`src/rtl/tmr_irq_pkg.sv`:
```
package tmr_irq_pkg;

  // Register addresses; software decodes these, so the values are fixed.
  typedef enum logic [2:0] {
    REG_FLAG     = 3'd0,
    REG_MASK     = 3'd1,
    REG_MASK_SET = 3'd2,
    REG_MASK_CLR = 3'd3,
    REG_FLAG_CLR = 3'd4
  } regSel_e;

  // Strobes handed from the control decode to the datapath.
  typedef struct packed {
    logic maskSet;
    logic maskClr;
    logic flagClr;
  } wrStrobe_t;

endpackage

```
`src/rtl/tmr_irq_ctrl.sv`:
```
module tmr_irq_ctrl
  import tmr_irq_pkg::*;
#(
  parameter int unsigned ADDR_W = 3
) (
  input  logic              wrEn,
  input  logic [ADDR_W-1:0] wrAddr,
  output wrStrobe_t         strobe
);

  localparam logic [ADDR_W-1:0] ADDR_MASK_SET = ADDR_W'(REG_MASK_SET);
  localparam logic [ADDR_W-1:0] ADDR_MASK_CLR = ADDR_W'(REG_MASK_CLR);
  localparam logic [ADDR_W-1:0] ADDR_FLAG_CLR = ADDR_W'(REG_FLAG_CLR);

  // Only the three write-one addresses produce a strobe; everything else is dropped.
  always_comb begin
    strobe = '0;
    if (wrEn) begin
      strobe.maskSet = (wrAddr == ADDR_MASK_SET);
      strobe.maskClr = (wrAddr == ADDR_MASK_CLR);
      strobe.flagClr = (wrAddr == ADDR_FLAG_CLR);
    end
  end

endmodule

```
`src/rtl/tmr_irq_regs.sv`:
```
module tmr_irq_regs
  import tmr_irq_pkg::*;
#(
  parameter int unsigned NUM_SRC = 32,
  parameter int unsigned ADDR_W  = 3
) (
  input  logic               clk,
  input  logic               rstN,
  input  wrStrobe_t          strobe,
  input  logic [NUM_SRC-1:0] wrData,
  input  logic [NUM_SRC-1:0] evtPulse,
  input  logic [ADDR_W-1:0]  rdAddr,
  output logic [NUM_SRC-1:0] rdData,
  output logic [NUM_SRC-1:0] pendVec
);

  localparam logic [ADDR_W-1:0] ADDR_FLAG = ADDR_W'(REG_FLAG);
  localparam logic [ADDR_W-1:0] ADDR_MASK = ADDR_W'(REG_MASK);

  logic [NUM_SRC-1:0] flagQ;
  logic [NUM_SRC-1:0] maskQ;
  logic [NUM_SRC-1:0] flagClrBits;

  assign flagClrBits = strobe.flagClr ? wrData : '0;

  // The clear is applied first and the event is OR-ed in after it,
  // so an event on the same edge keeps its flag set.
  always_ff @(posedge clk or negedge rstN) begin
    if (!rstN) flagQ <= '0;
    else       flagQ <= (flagQ & ~flagClrBits) | evtPulse;
  end

  always_ff @(posedge clk or negedge rstN) begin
    if (!rstN)               maskQ <= '1;
    else if (strobe.maskSet) maskQ <= maskQ | wrData;
    else if (strobe.maskClr) maskQ <= maskQ & ~wrData;
  end

  assign pendVec = flagQ & ~maskQ;

  always_comb begin
    if (rdAddr == ADDR_FLAG)      rdData = flagQ;
    else if (rdAddr == ADDR_MASK) rdData = maskQ;
    else                          rdData = '0;
  end

  // Every event bit lands in the flag word at the next edge.
  p_evt_sets_flag_r2: assert property (@(posedge clk) disable iff (!rstN)
    (evtPulse != '0) |=> ((flagQ & $past(evtPulse)) == $past(evtPulse)));

  // With no clear strobe, no flag bit drops.
  p_flag_sticky_r2: assert property (@(posedge clk) disable iff (!rstN)
    (!strobe.flagClr) |=> ((flagQ & $past(flagQ)) == $past(flagQ)));

  // Mask-set forces the written ones to 1.
  p_mask_set_r3: assert property (@(posedge clk) disable iff (!rstN)
    strobe.maskSet |=> ((maskQ & $past(wrData)) == $past(wrData)));

  // Mask-clear forces the written ones to 0.
  p_mask_clr_r4: assert property (@(posedge clk) disable iff (!rstN)
    strobe.maskClr |=> ((maskQ & $past(wrData)) == '0));

  // With no mask strobe, the mask word is unchanged.
  p_mask_hold_r10: assert property (@(posedge clk) disable iff (!rstN)
    (!strobe.maskSet && !strobe.maskClr) |=> $stable(maskQ));

  // Flag-clear zeroes written bits that had no event on the same edge.
  p_flag_clr_r5: assert property (@(posedge clk) disable iff (!rstN)
    strobe.flagClr |=> ((flagQ & $past(wrData) & ~$past(evtPulse)) == '0));

endmodule

```
`src/rtl/tmr_irq_router.sv`:
```
module tmr_irq_router #(
  parameter int unsigned NUM_SRC    = 32,
  parameter int unsigned ROUTE_MODE = 0,
  parameter int unsigned NUM_LINES  = 3
) (
  input  logic                 clk,
  input  logic                 rstN,
  input  logic [NUM_SRC-1:0]   pendVec,
  output logic [NUM_LINES-1:0] irqOut
);

  generate
    if (ROUTE_MODE == 0) begin : g_split_low
      // Sources 0 and 1 get a line each; all the rest share the last line.
      assign irqOut = {|pendVec[NUM_SRC-1:2], pendVec[1], pendVec[0]};
    end else begin : g_solo_five
      // Source 5 gets a line of its own; every other source shares line 1.
      logic sharedHit;
      assign sharedHit = |{pendVec[NUM_SRC-1:6], pendVec[4:0]};
      assign irqOut    = {1'b0, sharedHit, pendVec[5]};
    end
  endgenerate

  // No line is raised without a pending source.
  p_no_spurious_r7: assert property (@(posedge clk) disable iff (!rstN)
    (pendVec == '0) |-> (irqOut == '0));

  // Every source is routed somewhere, so pending work always shows.
  p_pending_seen_r7: assert property (@(posedge clk) disable iff (!rstN)
    (pendVec != '0) |-> (irqOut != '0));

endmodule

```
`src/rtl/tmr_irq_collector.sv`:
```
module tmr_irq_collector
  import tmr_irq_pkg::*;
#(
  parameter int unsigned NUM_SRC    = 32,
  parameter int unsigned ADDR_W     = 3,
  parameter int unsigned ROUTE_MODE = 0
) (
  input  logic               clk,
  input  logic               rstN,
  input  logic [NUM_SRC-1:0] evtPulse,
  input  logic               wrEn,
  input  logic [ADDR_W-1:0]  wrAddr,
  input  logic [NUM_SRC-1:0] wrData,
  input  logic [ADDR_W-1:0]  rdAddr,
  output logic [NUM_SRC-1:0] rdData,
  output logic [2:0]         irqOut
);

  localparam int unsigned NUM_LINES = 3;

  wrStrobe_t          strobe;
  logic [NUM_SRC-1:0] pendVec;

  tmr_irq_ctrl #(
    .ADDR_W(ADDR_W)
  ) u_ctrl (
    .wrEn  (wrEn),
    .wrAddr(wrAddr),
    .strobe(strobe)
  );

  tmr_irq_regs #(
    .NUM_SRC(NUM_SRC),
    .ADDR_W (ADDR_W)
  ) u_regs (
    .clk     (clk),
    .rstN    (rstN),
    .strobe  (strobe),
    .wrData  (wrData),
    .evtPulse(evtPulse),
    .rdAddr  (rdAddr),
    .rdData  (rdData),
    .pendVec (pendVec)
  );

  tmr_irq_router #(
    .NUM_SRC   (NUM_SRC),
    .ROUTE_MODE(ROUTE_MODE),
    .NUM_LINES (NUM_LINES)
  ) u_router (
    .clk    (clk),
    .rstN   (rstN),
    .pendVec(pendVec),
    .irqOut (irqOut)
  );

endmodule

```
`config.mk`:
```
export PLATFORM = sky130hd
export DESIGN_NAME = tmr_irq_collector
export DESIGN_NICKNAME = d
export VERILOG_FILES = /design/src/rtl/tmr_irq_pkg.sv /design/src/rtl/tmr_irq_ctrl.sv /design/src/rtl/tmr_irq_regs.sv /design/src/rtl/tmr_irq_router.sv /design/src/rtl/tmr_irq_collector.sv
export SDC_FILE = /design/constraint.sdc
export NUM_CORES = 1
export LEC_CHECK = 0
export BUFFER_PORTS_ARGS = -buffer_cell sky130_fd_sc_hd__buf_2
export CORE_MARGIN = 4
export CORE_UTILIZATION = 45
export CTS_CLUSTER_SIZE = 20
export DETAILED_ROUTE_END_ITERATION = 8
export HOLD_SLACK_MARGIN = 0.03
export PLACE_DENSITY = 0.76
export SETUP_SLACK_MARGIN = 0.4
export SLEW_MARGIN = 40
export SYNTH_ARGS = -nofsm -noshare
export SYNTH_HDL_FRONTEND = slang
export SYNTH_SLANG_ARGS = --single-unit
```
`constraint.sdc`:
```
create_clock -name clk -period 1.2 [get_ports clk]
set_input_delay 0.18 -clock clk [delete_from_list [all_inputs] [get_ports clk]]
set_output_delay 0.18 -clock clk [all_outputs]
set_load 0.05 [all_outputs]
```
# After elaboration in Yosys (flattened, before gate mapping)
# Cells that the tools add are included.
dict set report word_totals {
  ff_bits 64
  inputBits 73
  out_inout_bits 35
  elab_cells 23
}
dict set report op_classes {
  eq_ne 4
  n_mux 6
  n_bitwise 8
  reduce_logical 3
}
# operator count
set op_table {}
lappend op_table {{32-bit 2-to-1 mux} 5}
lappend op_table {{32-bit bitwise AND} 3}
lappend op_table {{32-bit NOT} 3}
lappend op_table {{32-bit bitwise OR} 2}
lappend op_table {{30-bit OR reduction} 1}
lappend op_table {{3-bit by 2-bit == test with 1-bit output (second input constant)} 2}
lappend op_table {{3-bit by 1-bit == test with 1-bit output (second input constant)} 1}
lappend op_table {{3-bit == test (second input constant)} 1}
lappend op_table {{3-bit zero test} 1}
lappend op_table {{3-bit 2-to-1 mux} 1}
lappend op_table {{2-bit nonzero test} 1}

# Longest topological paths before layout
dict set report depth {
  word_depth 6
  mapped_depth 5
}

# Cells and area by module
# From an unflattened synthesis, not the netlist that was laid out.
dict set report hier_totals {
  hier_cells 321
  area_unflattened_um2 3300.7
}
# module instances cells_per_inst area_each_um2
set modules_own_cells {}
lappend modules_own_cells {tmr_irq_regs 1 306 3180.6}
lappend modules_own_cells {tmr_irq_router 1 12 85.1}
lappend modules_own_cells {tmr_irq_ctrl 1 3 35.0}

# Worst setup path before layout
# Ideal clock, no wire load.
dict set report synth_path {
  path_kind {flip-flop to output port}
  start {register with a tool-made name}
  end {output irqOut[2]}
  arrival_time_ns 1.363
  setup_slack_ns -0.343
  path_stages_with_launch 4
  path_buffers 0
  cell_sequence {dfstp_2 > o22ai_1 > nor4_1 > nand4_1}
}
# element line_no
set synth_lines {}
lappend synth_lines {{end: declaration} tmr_irq_collector.sv:16} ;# output logic [2:0] irqOut

==> flow_summary.toml <==
[status]
outcome = "complete, but fails checks"
violations = "negative setup slack"

[drt]
first_pass_iters = 6
drtIter0Drc = 556
viasPerCell = 6.83
num_vias = 4247
drc_errors = 0
ant_nets = 0
drt-total-wl_mm = 18.3
wl_per_cell_um = 29.4

[grt]
antenna_found_initial = 1
grt_pass1_wl_mm = 20.2
grt_max_degree = 65
overflow = 0
grtUsageTotal_pct = 31.6
first_global_vias = 3908

[floorplan]
die_x_um = 90.7
start_util_pct = 47.4
die_h_um = 90.7
io_pins = 108
core_sq_mm = 0.00649
dieArea_sq_mm = 0.00822
placementRows = 29

[sta]
report.final.hold_viol_count = 0
worst_slack_ns = -0.998
report.final.slew_viol_count = 0
timing.final.crit_share_pct = 183
setup_viol = 36
tightestPinTransition_ns = 0.423
rsz0062_at_grt = "true"
max_slew_margin_pct = 71.6
fin_crit_ns = 2.20
skew_ns = 0
fmax_mhz = 455

[critical_path]
required_ns = 1.02
arrival_ns = 2.02
path_cells = "o22ai_2, nor4_2, buf_4, nand4_1, buf_6"
slowest_stage = "dfstp_2"
worstPathMaxFanout = 2
ff2ff_path_depth = 4
path_buf_inv = 2
r2r_setup_slack_ns = -0.01
cp_top_family = "flip-flops"
start_kind = "register"
max_stage_delay_ns = 0.58
path_class = "reg -> out"
crit_path_end_kind = "output port"

[hold_path]
hold_class = "in -> reg"
whs_path_depth = 2
min_from = "wrData[15]"

[synth]
synthCells = 302
synth_top_cell_by_area = "dfstp_2"
synthTopCellsByArea = "dfstp_2, dfrtp_1, a22o_1"
synth_edf_count = 0
yosysUniqueCellTypes = 22
synth_area_sq_mm = 0.00308
yosys-top-cells-count = "nand2_1, a21o_1, a22o_1, dfrtp_1, dfstp_2"
ys.flop_type = "dfstp_2"
seq_area_frac_synth_pct = 53.4
synth.most_common_cell = "nand2_1"
synth_fp_nets = 375
ys_seq_elements = 64
synth_top_area_share_pct = 27.3
yosysWarnings = 0
synth_area_per_cell_sq_um = 10.2
ys_async_sr_fraction_pct = 100

[cts]
cts_root_buffer = "clkbuf_8"
numClockSinks = 64
htreeDepth = 3
numCtsBuffers = 9
path_clk_slew_ns = 0.07
cts_tree = "built"
insertion_delay_ns = 0.35
clockBufferDepth = 2

[layout]
fin_area_sq_mm = 0.00621
fillCellCount = 140
nets = 613
drive_gt1_share_pct = 56.8
ff_latch_area_sq_mm = 0.00164
area_growth_pct = 102
multi_input_area_sq_mm = 0.00164
final_util_pct = 95.6

[place]
dp_hpwl_mm = 6.72
placed_area_sq_mm = 0.00452
gp_congestion = 0.843
io_buffers = 107

[power]
p_per_area_mw_per_mm2 = 1280
p_leak_nw = 2.94
ir_drop_mv = 1.02

[job]
cap_viol_max_count = 0
==> layer usage <==
metal  track usage (%)  wire, um  vias to the layer above
met5                 0         0                        -
met4              15.3      1960                        0
met3              7.58      2190                      194
met2              56.9      8340                      464
met1              34.4      5800                     1997
li1                  -         -                     1592
==> placed cells by master, fill, tap and decap left out, types with 2 or more instances in the layout <==
master and n:
buf_6 73, a21oi_1 7, nor4_1 2, dlymetal6s4s_1 4, o21ai_1 2, nor3_4 2, a22o_4 32, o22ai_1 13
a31oi_2 2, o22ai_2 2, buf_8 33, dfstp_2 32, buf_4 8, buf_12 9, inv_1 30, a31oi_1 28
a21o_1 32, a21oi_2 22, clkbuf_8 11, dlygate4sd3_1 51, nand2_1 31, nor2b_4 2, bufinv_16 2, nand2_2 6
clkbuf_16 2, buf_2 66, dfrtp_1 32
==> through the flow <==
step	hold WS, ns	setup slack (ns)	setup TNS [ns]	power (W)	instances
floorplan	-0.116	-0.338	-0.338	0.00383	302
global placement	0.217	-0.485	-6.80	0.00457	536
detailed placement	0.221	-0.500	-7.89	0.00462	536
CTS	0.0304	-0.750	-8.64	0.00736	611
global route	0.0402	-1.01	-10.74	0.00812	622
finish	0.0326	-0.998	-10.32	0.00798	622
==> timing repair <==
action | 4_1_cts | 5_1_grt
resized for setup | 153 | 51
endpoints found under the hold margin | 86 | 0
cloned | 0 | 3
hold buffers | 55 | 0
pin swaps | 13 | 14
buffers inserted | 5 | 7
endpoints found under the setup margin | 76 | 94
==> worst max-delay path by stage <==
stage	to	slack, ns	depth (start not counted)
after CTS	irqOut[2]	-0.75	5
after detailed placement	irqOut[2]	-0.50	5
after floorplan	irqOut[2]	-0.34	3
final	irqOut[2]	-1.0	5
after global placement	irqOut[2]	-0.49	5
after global routing	irqOut[2]	-1.01	6
==> worst reg2reg max path, stage by stage, from the launching register on <==
cell	delay [ns]
dfstp_2	0.56
buf_6	0.12
buf_6	0.08
a21oi_2	0.04
a31oi_1	0.30
==> where the power goes <==
part / total, W / switching, W / leakage [nW] / internal [W]
logic: 0.00294 / 0.00145 / 2.21 / 0.00149
clock network: 0.00218 / 0.000906 / 0.112 / 0.00127
registers: 0.00286 / 0.000285 / 0.623 / 0.00258
total: 0.00798 / 0.00264 / 2.94 / 0.00534
==> cell type report <==
type	count	area share (%)
Inverter	30	1.81
Multi-Input combinational cell	189	26.4
Clock inverter	3	1.05
Timing Repair Buffer	246	40.2
Antenna cell	1	0.0403
Clock buffer	12	2.50
Sequential cell	64	26.4
Tap cell	77	1.55
==> logic make-up (layout without fill, tap and decap cells) <==
logic type | Yosys count | after routing | share of synthesized area (%)
AO/OA/AOI/OAI | 141 | 141 | 31.3
AND/OR/NAND/NOR | 48 | 48 | 7.44
other | 0 | 1 | 0
buffers and inverters | 49 | 291 | 7.93
flip-flops | 64 | 64 | 53.4
No activity file was read; power rests on OpenSTA's default activity.
